$ cat src/rtl/qctl_pkg.sv
package qctl_pkg;
  localparam int REG_W      = 16;
  localparam int PTR_W      = 4;
  localparam int IRQ_BIT    = 15;
  localparam int WRAP_BIT   = 14;
  localparam int WRAPTO_BIT = 13;
  localparam int END_LSB    = 8;
  localparam int NEW_LSB    = 0;

  typedef struct packed {
    logic             irqEn;
    logic             wrapEn;
    logic             wrapTo;
    logic [PTR_W-1:0] endPtr;
    logic [PTR_W-1:0] newPtr;
  } cfg_t;

  typedef struct packed {
    logic wrShadow;
    logic loadDirect;
    logic loadCfg;
    logic loadIrq;
    logic setFlag;
    logic clrFlag;
  } strobe_t;

  function automatic cfg_t unpackCfg(input logic [REG_W-1:0] w);
    cfg_t c;
    c.irqEn  = w[IRQ_BIT];
    c.wrapEn = w[WRAP_BIT];
    c.wrapTo = w[WRAPTO_BIT];
    c.endPtr = w[END_LSB +: PTR_W];
    c.newPtr = w[NEW_LSB +: PTR_W];
    return c;
  endfunction

  function automatic logic [REG_W-1:0] packCfg(input cfg_t c);
    logic [REG_W-1:0] w;
    w = '0;
    w[IRQ_BIT]           = c.irqEn;
    w[WRAP_BIT]          = c.wrapEn;
    w[WRAPTO_BIT]        = c.wrapTo;
    w[END_LSB +: PTR_W]  = c.endPtr;
    w[NEW_LSB +: PTR_W]  = c.newPtr;
    return w;
  endfunction
endpackage

$ cat src/rtl/qctl_seq.sv
module qctl_seq
  import qctl_pkg::*;
(
  input  logic    clk,
  input  logic    rstN,
  input  logic    cpuWrEn,
  input  logic    busy,
  input  logic    xferDone,
  input  logic    queueDone,
  input  logic    finClr,
  output strobe_t strobes,
  output logic    pending
);
  logic pendCfg, pendIrq;
  logic idleWr, busyWr, boundary;

  always_comb begin
    idleWr   = cpuWrEn && !busy;
    busyWr   = cpuWrEn && busy;
    boundary = xferDone || queueDone;

    strobes.wrShadow   = cpuWrEn;
    strobes.loadDirect = idleWr;
    strobes.loadCfg    = boundary && pendCfg && !idleWr;
    strobes.loadIrq    = queueDone && pendIrq && !idleWr;
    strobes.setFlag    = queueDone;
    strobes.clrFlag    = finClr;
  end

  always_ff @(posedge clk) begin
    if (!rstN) begin
      pendCfg <= 1'b0;
      pendIrq <= 1'b0;
    end else begin
      if (busyWr) begin
        pendCfg <= 1'b1;
        pendIrq <= 1'b1;
      end else if (idleWr) begin
        pendCfg <= 1'b0;
        pendIrq <= 1'b0;
      end else begin
        if (strobes.loadCfg) pendCfg <= 1'b0;
        if (strobes.loadIrq) pendIrq <= 1'b0;
      end
    end
  end

  assign pending = pendCfg || pendIrq;
endmodule

$ cat src/rtl/qctl_store.sv
module qctl_store
  import qctl_pkg::*;
(
  input  logic             clk,
  input  logic             rstN,
  input  strobe_t          strobes,
  input  logic [REG_W-1:0] wrWord,
  output cfg_t             active,
  output logic             finFlag,
  output logic             finIrq
);
  cfg_t shadow, wrCfg;
  logic flagEn;

  assign wrCfg = unpackCfg(wrWord);

  always_ff @(posedge clk) begin
    if (!rstN) begin
      shadow  <= '0;
      active  <= '0;
      finFlag <= 1'b0;
      flagEn  <= 1'b0;
    end else begin
      if (strobes.wrShadow) shadow <= wrCfg;

      if (strobes.loadDirect) begin
        active <= wrCfg;
      end else begin
        if (strobes.loadCfg) begin
          active.wrapEn <= shadow.wrapEn;
          active.wrapTo <= shadow.wrapTo;
          active.endPtr <= shadow.endPtr;
          active.newPtr <= shadow.newPtr;
        end
        if (strobes.loadIrq) active.irqEn <= shadow.irqEn;
      end

      if (strobes.setFlag)      finFlag <= 1'b1;
      else if (strobes.clrFlag) finFlag <= 1'b0;

      if (strobes.setFlag)         flagEn <= active.irqEn;
      else if (strobes.loadDirect) flagEn <= wrCfg.irqEn;
    end
  end

  assign finIrq = finFlag && flagEn;
endmodule

$ cat src/rtl/qctl_reg.sv
module qctl_reg
  import qctl_pkg::*;
(
  input  logic             clk,
  input  logic             rstN,
  input  logic             cpuWrEn,
  input  logic [REG_W-1:0] cpuWrData,
  input  logic             busy,
  input  logic             xferDone,
  input  logic             queueDone,
  input  logic             finClr,
  output logic [REG_W-1:0] cpuRdData,
  output logic             actIrqEn,
  output logic             actWrapEn,
  output logic             actWrapTo,
  output logic [PTR_W-1:0] actEndPtr,
  output logic [PTR_W-1:0] actNewPtr,
  output logic             pending,
  output logic             finFlag,
  output logic             finIrq
);
  strobe_t strobes;
  cfg_t    active;

  qctl_seq uSeq (
    .clk(clk), .rstN(rstN), .cpuWrEn(cpuWrEn), .busy(busy),
    .xferDone(xferDone), .queueDone(queueDone), .finClr(finClr),
    .strobes(strobes), .pending(pending)
  );

  qctl_store uStore (
    .clk(clk), .rstN(rstN), .strobes(strobes), .wrWord(cpuWrData),
    .active(active), .finFlag(finFlag), .finIrq(finIrq)
  );

  assign cpuRdData = packCfg(active);
  assign actIrqEn  = active.irqEn;
  assign actWrapEn = active.wrapEn;
  assign actWrapTo = active.wrapTo;
  assign actEndPtr = active.endPtr;
  assign actNewPtr = active.newPtr;
endmodule

$ cat config.mk
export PLATFORM = sky130hd
export DESIGN_NAME = qctl_reg
export DESIGN_NICKNAME = d
export VERILOG_FILES = /design/src/rtl/qctl_pkg.sv /design/src/rtl/qctl_seq.sv /design/src/rtl/qctl_store.sv /design/src/rtl/qctl_reg.sv
export SDC_FILE = /design/constraint.sdc
export NUM_CORES = 1
export LEC_CHECK = 0
export ABC_CLOCK_PERIOD_IN_PS = 1200
export BUFFER_PORTS_ARGS = -buffer_cell sky130_fd_sc_hd__clkbuf_2
export CAP_MARGIN = 30
export CORE_ASPECT_RATIO = 1.25
export CORE_UTILIZATION = 40
export DETAILED_ROUTE_END_ITERATION = 6
export PLACE_DENSITY = 0.74
export SYNTH_ARGS = -nofsm -noshare
export SYNTH_HDL_FRONTEND = slang
export SYNTH_SLANG_ARGS = --single-unit
$ cat constraint.sdc
create_clock -name clk -period 1.2 [get_ports clk]
set_input_delay 0.06 -clock clk [delete_from_list [all_inputs] [get_ports clk]]
set_output_delay 0.06 -clock clk [all_outputs]
set_load 0.005 [all_outputs]
==> results of run 1 <==
==> logic make-up (layout without fill, tap and decap cells) <==
| kind of cell | after synthesis | in the layout |
|---|---|---|
| AOI/OAI and AO/OA | 29 | 29 |
| buffers and inverters | 24 | 51 |
| DFF | 26 | 26 |
| muxes | 13 | 13 |
| other | 1 | 5 |
| and+or+nand+nor | 40 | 40 |
==> sequential cells by signal, indices dropped and copies added, names as in the netlist <==
| name | cells |
|---|---|
| uSeq.pendIrq | 1 |
| uStore.finFlag | 1 |
| uStore.shadow | 11 |
| uStore.flagEn | 1 |
| uStore.active | 11 |
| uSeq.pendCfg | 1 |
==> through the flow <==
| step | cell area, um^2 | cells | worst slack, ps |
|---|---|---|---|
| after floorplan | 1214 | 137 | 346.7 |
| after global placement | 1309 | 192 | 146.1 |
| after detailed placement | 1309 | 192 | 10.07 |
| after CTS | 1365 | 198 | 1.574 |
| after global routing | 1366 | 198 | 35.80 |
| final | 1366 | 198 | 85.66 |
==> how the worst max path moves through the flow <==
stage | slack [ps] | depth (start not counted) | endpoint | startpoint
2_1_floorplan | 350 | 4 | uStore.active[0] | uSeq.pendCfg
3_3_place_gp | 150 | 3 | uStore.active[2] | uSeq.pendCfg
3_5_place_dp | 10 | 3 | uStore.active[2] | uSeq.pendCfg
4_1_cts | 2 | 3 | uStore.active[2] | uSeq.pendCfg
5_1_grt | 40 | 2 | pending | uSeq.pendCfg
6_report | 90 | 2 | pending | uSeq.pendCfg
==> final cells by class <==
class | instances | area, um^2
multi-input combinational | 87 | 518.0
tap | 34 | 42.54
timing repair buffer | 46 | 245.2
inverter | 1 | 3.754
clock buffer | 4 | 36.28
sequential | 26 | 520.5
fill | 287 | 1393
==> cell usage after synthesis, types with 2 or more instances <==
cell	count	area (um^2)
o21ai_0	11	55.05
buf_4	16	120.1
mux2i_1	13	130.1
nand2_1	23	86.33
buf_6	3	33.78
a21oi_1	2	10.01
a21boi_1	3	22.52
dfxtp_1	26	520.5
nor2b_1	11	68.82
a31oi_1	10	62.56
buf_2	3	15.01
==> repair_timing <==
action / 4_1_cts / 5_1_grt
setup buffers: 0 / 0
setup endpoints to repair: 0 / 3
endpoints found under the hold margin: 2 / 0
hold buffers: 2 / 0
gates resized for setup: 0 / 1
==> layer usage <==
layer / up-vias / global-route usage (%)
li1: 491 / -
met1: 413 / 15.28
met2: 30 / 28.29
met3: 8 / 2.415
met4: 0 / 10.42
met5: - / 0
==> power breakdown <==
group          leakage [nW]  internal [W]  switching (W)
sequential            0.215      0.000919      0.0000347
combinational         0.402      0.000124       0.000124
clock                0.0210      0.000185       0.000250
total                 0.637       0.00123       0.000409
==> worst min-delay path: stages <==
cell      delay, ps
clkbuf_2         90
mux2i_1          60
nor2b_1          90
==> metrics.txt, run 1 <==
adder-cell share of the synthesized area=0%; final worst path period share=92.86%; RSZ-0062 raised after global routing=false; CP max stage cell=dfxtp_1; most frequent cells in the layout=clkbuf_2, dfxtp_1, nand2_1; CTS tree=built; vias in the first global route=944; crit-path cells=or2_2, clkbuf_2; die area=3221 um^2; slowest stage delay, CP=360 ps; clock skew=17.01 ps; Synth Flop Type=dfxtp_1; clock sinks=26; reg-to-reg endpoint=uStore.active[2]; Starting Density=43.45%; vias per inst=4.758; Final Wtd Congestion=0.7532; r2r startpoint=uSeq.pendCfg; final hold viol count=0; Port Buffers=42; Fin Hold WS=6.174 ps; Synth Area per Inst=9.012 um^2; count of final setup violators=0; Max Used Layer=met4; register area share after synthesis=43.42%; Post-Syn Instances=133; Hold Path Sink=uStore.shadow[1]; mux cell area share after synthesis=10.86%; met3 wire len=117 um; Root Buffer=clkbuf_4; Synth Area in Simple Gates=16.39%; pin count of the biggest net entering global routing=27; GRT overflow=0; Slew Viols, Final=0; Setup TNS Final=0 ps; row count=21; routed wire length on met2=1222 um; Crit path buffers/inverters=1; fmax=0.8974 GHz; Syn. warnings=0; standby leakage power=0.6373 nW; H-tree depth=1; commonest non-fill, non-tap cell in the layout=clkbuf_2; critical path data arrival time=1050 ps; Syn Std Cell Area=1199 um^2; worst-skew pair later-pin latency=320 ps; Die Y=63.21 um; CTS max path bufs=2; initial antenna violation count=0; WL final=2342 um; XOR/XNOR share of the synthesized area=0%; hold path depth=3; asr flop ratio synth=0%; initial drt markers=14; WL met1=929 um; Ant. Diodes=0; Die Width=50.96 um; Crit. End Element=output port; status=complete, no violations; share of cells above drive strength 1=32.32%; drt wl/cell=11.83 um; DRC viols=0; Max-Cap Viols=0; Worst Hold Class=primary input to flip-flop; worst-path fanout max=4; Core Area=2759 um^2; CTS buffer count=3; Reg2Reg Depth=3; via count=942; Ports=53; Yosys cell types=23; hold_sp=cpuWrData[1]; FF+latch count, synth=26; largest family of logic cells by synthesized area=simple AND/OR/NAND/NOR gates; DR pass1 iterations=4; Peak VDD IR=0.6287 mV; Final nets=188; Tmin final=1114 ps; Worst path top cell family by delay=flip-flops; PD cells=1198 nW/um^2; P&R area growth vs syn=13.99%; Tot GR Track Use=15.46%; compound-cell area share of the yosys netlist=14.30%; Post-synth EDFFs=0; post-layout util=49.52%; Startpoint Class=flip-flop; dpl hpwl=1788 um; Worst Path Required=1140 ps; Detail Route Antenna Nets=0; first-pass GRT wire length=3788 um; Worst-path clk slew=140 ps; R2R Setup Slk=160 ps; Crit Path Class=flip-flop to output port; Overall Power=0.001637 W
(Power assumes the default switching activity.)
==> inputs of run 2 (changes only) <==
--- a/config.mk
+++ b/config.mk
@@ -8,10 +8,12 @@
 export ABC_CLOCK_PERIOD_IN_PS = 1200
 export BUFFER_PORTS_ARGS = -buffer_cell sky130_fd_sc_hd__clkbuf_2
 export CAP_MARGIN = 30
+export CELL_PAD_IN_SITES_DETAIL_PLACEMENT = 0
+export CELL_PAD_IN_SITES_GLOBAL_PLACEMENT = 2
 export CORE_ASPECT_RATIO = 1.25
-export CORE_UTILIZATION = 40
+export CORE_UTILIZATION = 26
 export DETAILED_ROUTE_END_ITERATION = 6
-export PLACE_DENSITY = 0.74
+export PLACE_DENSITY = 0.83
 export SYNTH_ARGS = -nofsm -noshare
 export SYNTH_HDL_FRONTEND = slang
 export SYNTH_SLANG_ARGS = --single-unit
==> metrics.txt, run 2 (same netlist as run 1, synthesis figures left out) <==
die area=4888 um^2; initial drt markers=52; CTS max path bufs=2; Worst Path Required=1140 ps; vias in the first global route=876; largest registers=uStore.active x11, uStore.shadow x11; fmax=0.9462 GHz; P&R area growth vs syn=15.76%; r2r startpoint=uSeq.pendCfg; cell area after layout=1388 um^2; Peak VDD IR=0.3750 mV; net switching power=0.0004033 W; share of cells above drive strength 1=32.10%; Detail Route Antenna Nets=0; standby leakage power=0.6339 nW; CTS buffer count=3; RSZ-0062 raised after global routing=false; number of hold buffers added after CTS=0; GRT overflow=0; clock sinks=26; most frequent cells in the layout=clkbuf_2, dfxtp_1, nand2_1; Tmin final=1057 ps; pin count of the biggest net entering global routing=27; Root Buffer=clkbuf_8; R2R Setup Slk=200 ps; CTS tree=built; hold_sp=finClr; DR pass1 iterations=4; post-cts sizing count=0; H-tree depth=1; Tot GR Track Use=10.50%; Startpoint Class=flip-flop; clock skew=1.339 ps; critical path data arrival time=1000 ps; hold path depth=3; Hold Path Sink=uStore.finFlag; vias per inst=4.318; Die Y=77.92 um; Ports=53; first-pass GRT wire length=3967 um; Flop pwr share=57.2%; Final Wtd Congestion=0.6870; Final nets=187; Slew Viols, Final=0; Pint=0.001263 W; Worst Hold Class=primary input to flip-flop; dpl cell area=1346 um^2; final hold viol count=0; Sw Ratio=24.20%; Worst Setup SP=uSeq.pendCfg; Ant. Diodes=0; Max-Cap Viols=0; drt wl/cell=11.05 um; Crit Path Class=flip-flop to output port; worst-skew pair later-pin latency=260 ps; clock power share=28.2%; Gate power share=14.6%; Starting Density=27.09%; status=complete, no violations; Port Buffers=42; PD cells=1201 nW/um^2; Core Area=4425 um^2; reg-to-reg endpoint=uStore.active[7]; WL final=2431 um; Reg2Reg Depth=4; DRC viols=0; final worst path period share=88.07%; count of final setup violators=0; row count=27; Crit. End Element=output port; Post-CTS Setup Inserts=0; worst-path fanout max=4; Overall Power=0.001666 W; dpl hpwl=1762 um; via count=950; commonest non-fill, non-tap cell in the layout=clkbuf_2; initial antenna violation count=0; Setup TNS Final=0 ps; Worst-path clk slew=80 ps; Die Width=62.73 um
[run 2: how the worst max path moves through the flow]
stage	end	slack, ps	depth (start not counted)
6_report	pending	140	2
5_1_grt	uStore.active[7]	80	4
4_1_cts	pending	130	2
3_3_place_gp	uStore.active[3]	220	4
2_1_floorplan	uStore.active[0]	350	4
3_5_place_dp	uStore.active[1]	200	4
[run 2: power by group through the flow]
stage	clock network [W]	registers [W]	logic, W
after global routing	0.000524	0.000961	0.000277
after detailed placement	0	0.000974	0.000247
after floorplan	0	0.000970	0.000183
final	0.000470	0.000953	0.000244
after CTS	0.000499	0.000954	0.000247
after global placement	0	0.000970	0.000242
[run 2: layout make-up]
class | count | area, um^2
Sequential cell | 26 | 520.5
Tap cell | 58 | 72.57
Clock buffer | 3 | 41.29
Timing Repair Buffer | 45 | 232.7
Multi-Input combinational cell | 87 | 516.7
Fill cell | 475 | 3038
Inverter | 1 | 3.754
[run 2: metrics by stage]
stage	setup WS (ps)	cells	util, %	hold WS (ps)
2_1_floorplan	346.7	137	-	198.3
3_3_place_gp	215.0	217	30.42	328.7
3_5_place_dp	196.7	217	30.42	339.9
4_1_cts	129.6	220	31.35	49.98
5_1_grt	79.11	220	31.35	89.14
6_report	143.1	220	31.35	51.62
[run 2: metal layers]
| layer | global-route usage (%) | vias up | share of wire, % |
|---|---|---|---|
| met2 | 17.83 | 32 | 47 |
| li1 | - | 486 | - |
| met1 | 11.71 | 427 | 45 |
| met4 | 5.581 | 0 | 2.1 |
| met5 | 0 | - | 0 |
| met3 | 3.088 | 5 | 6.6 |
[run 2: critical path, cell delays in order, from the launching register on]
cell and delay (ps):
dfxtp_1 350, or2_2 280, clkbuf_2 110
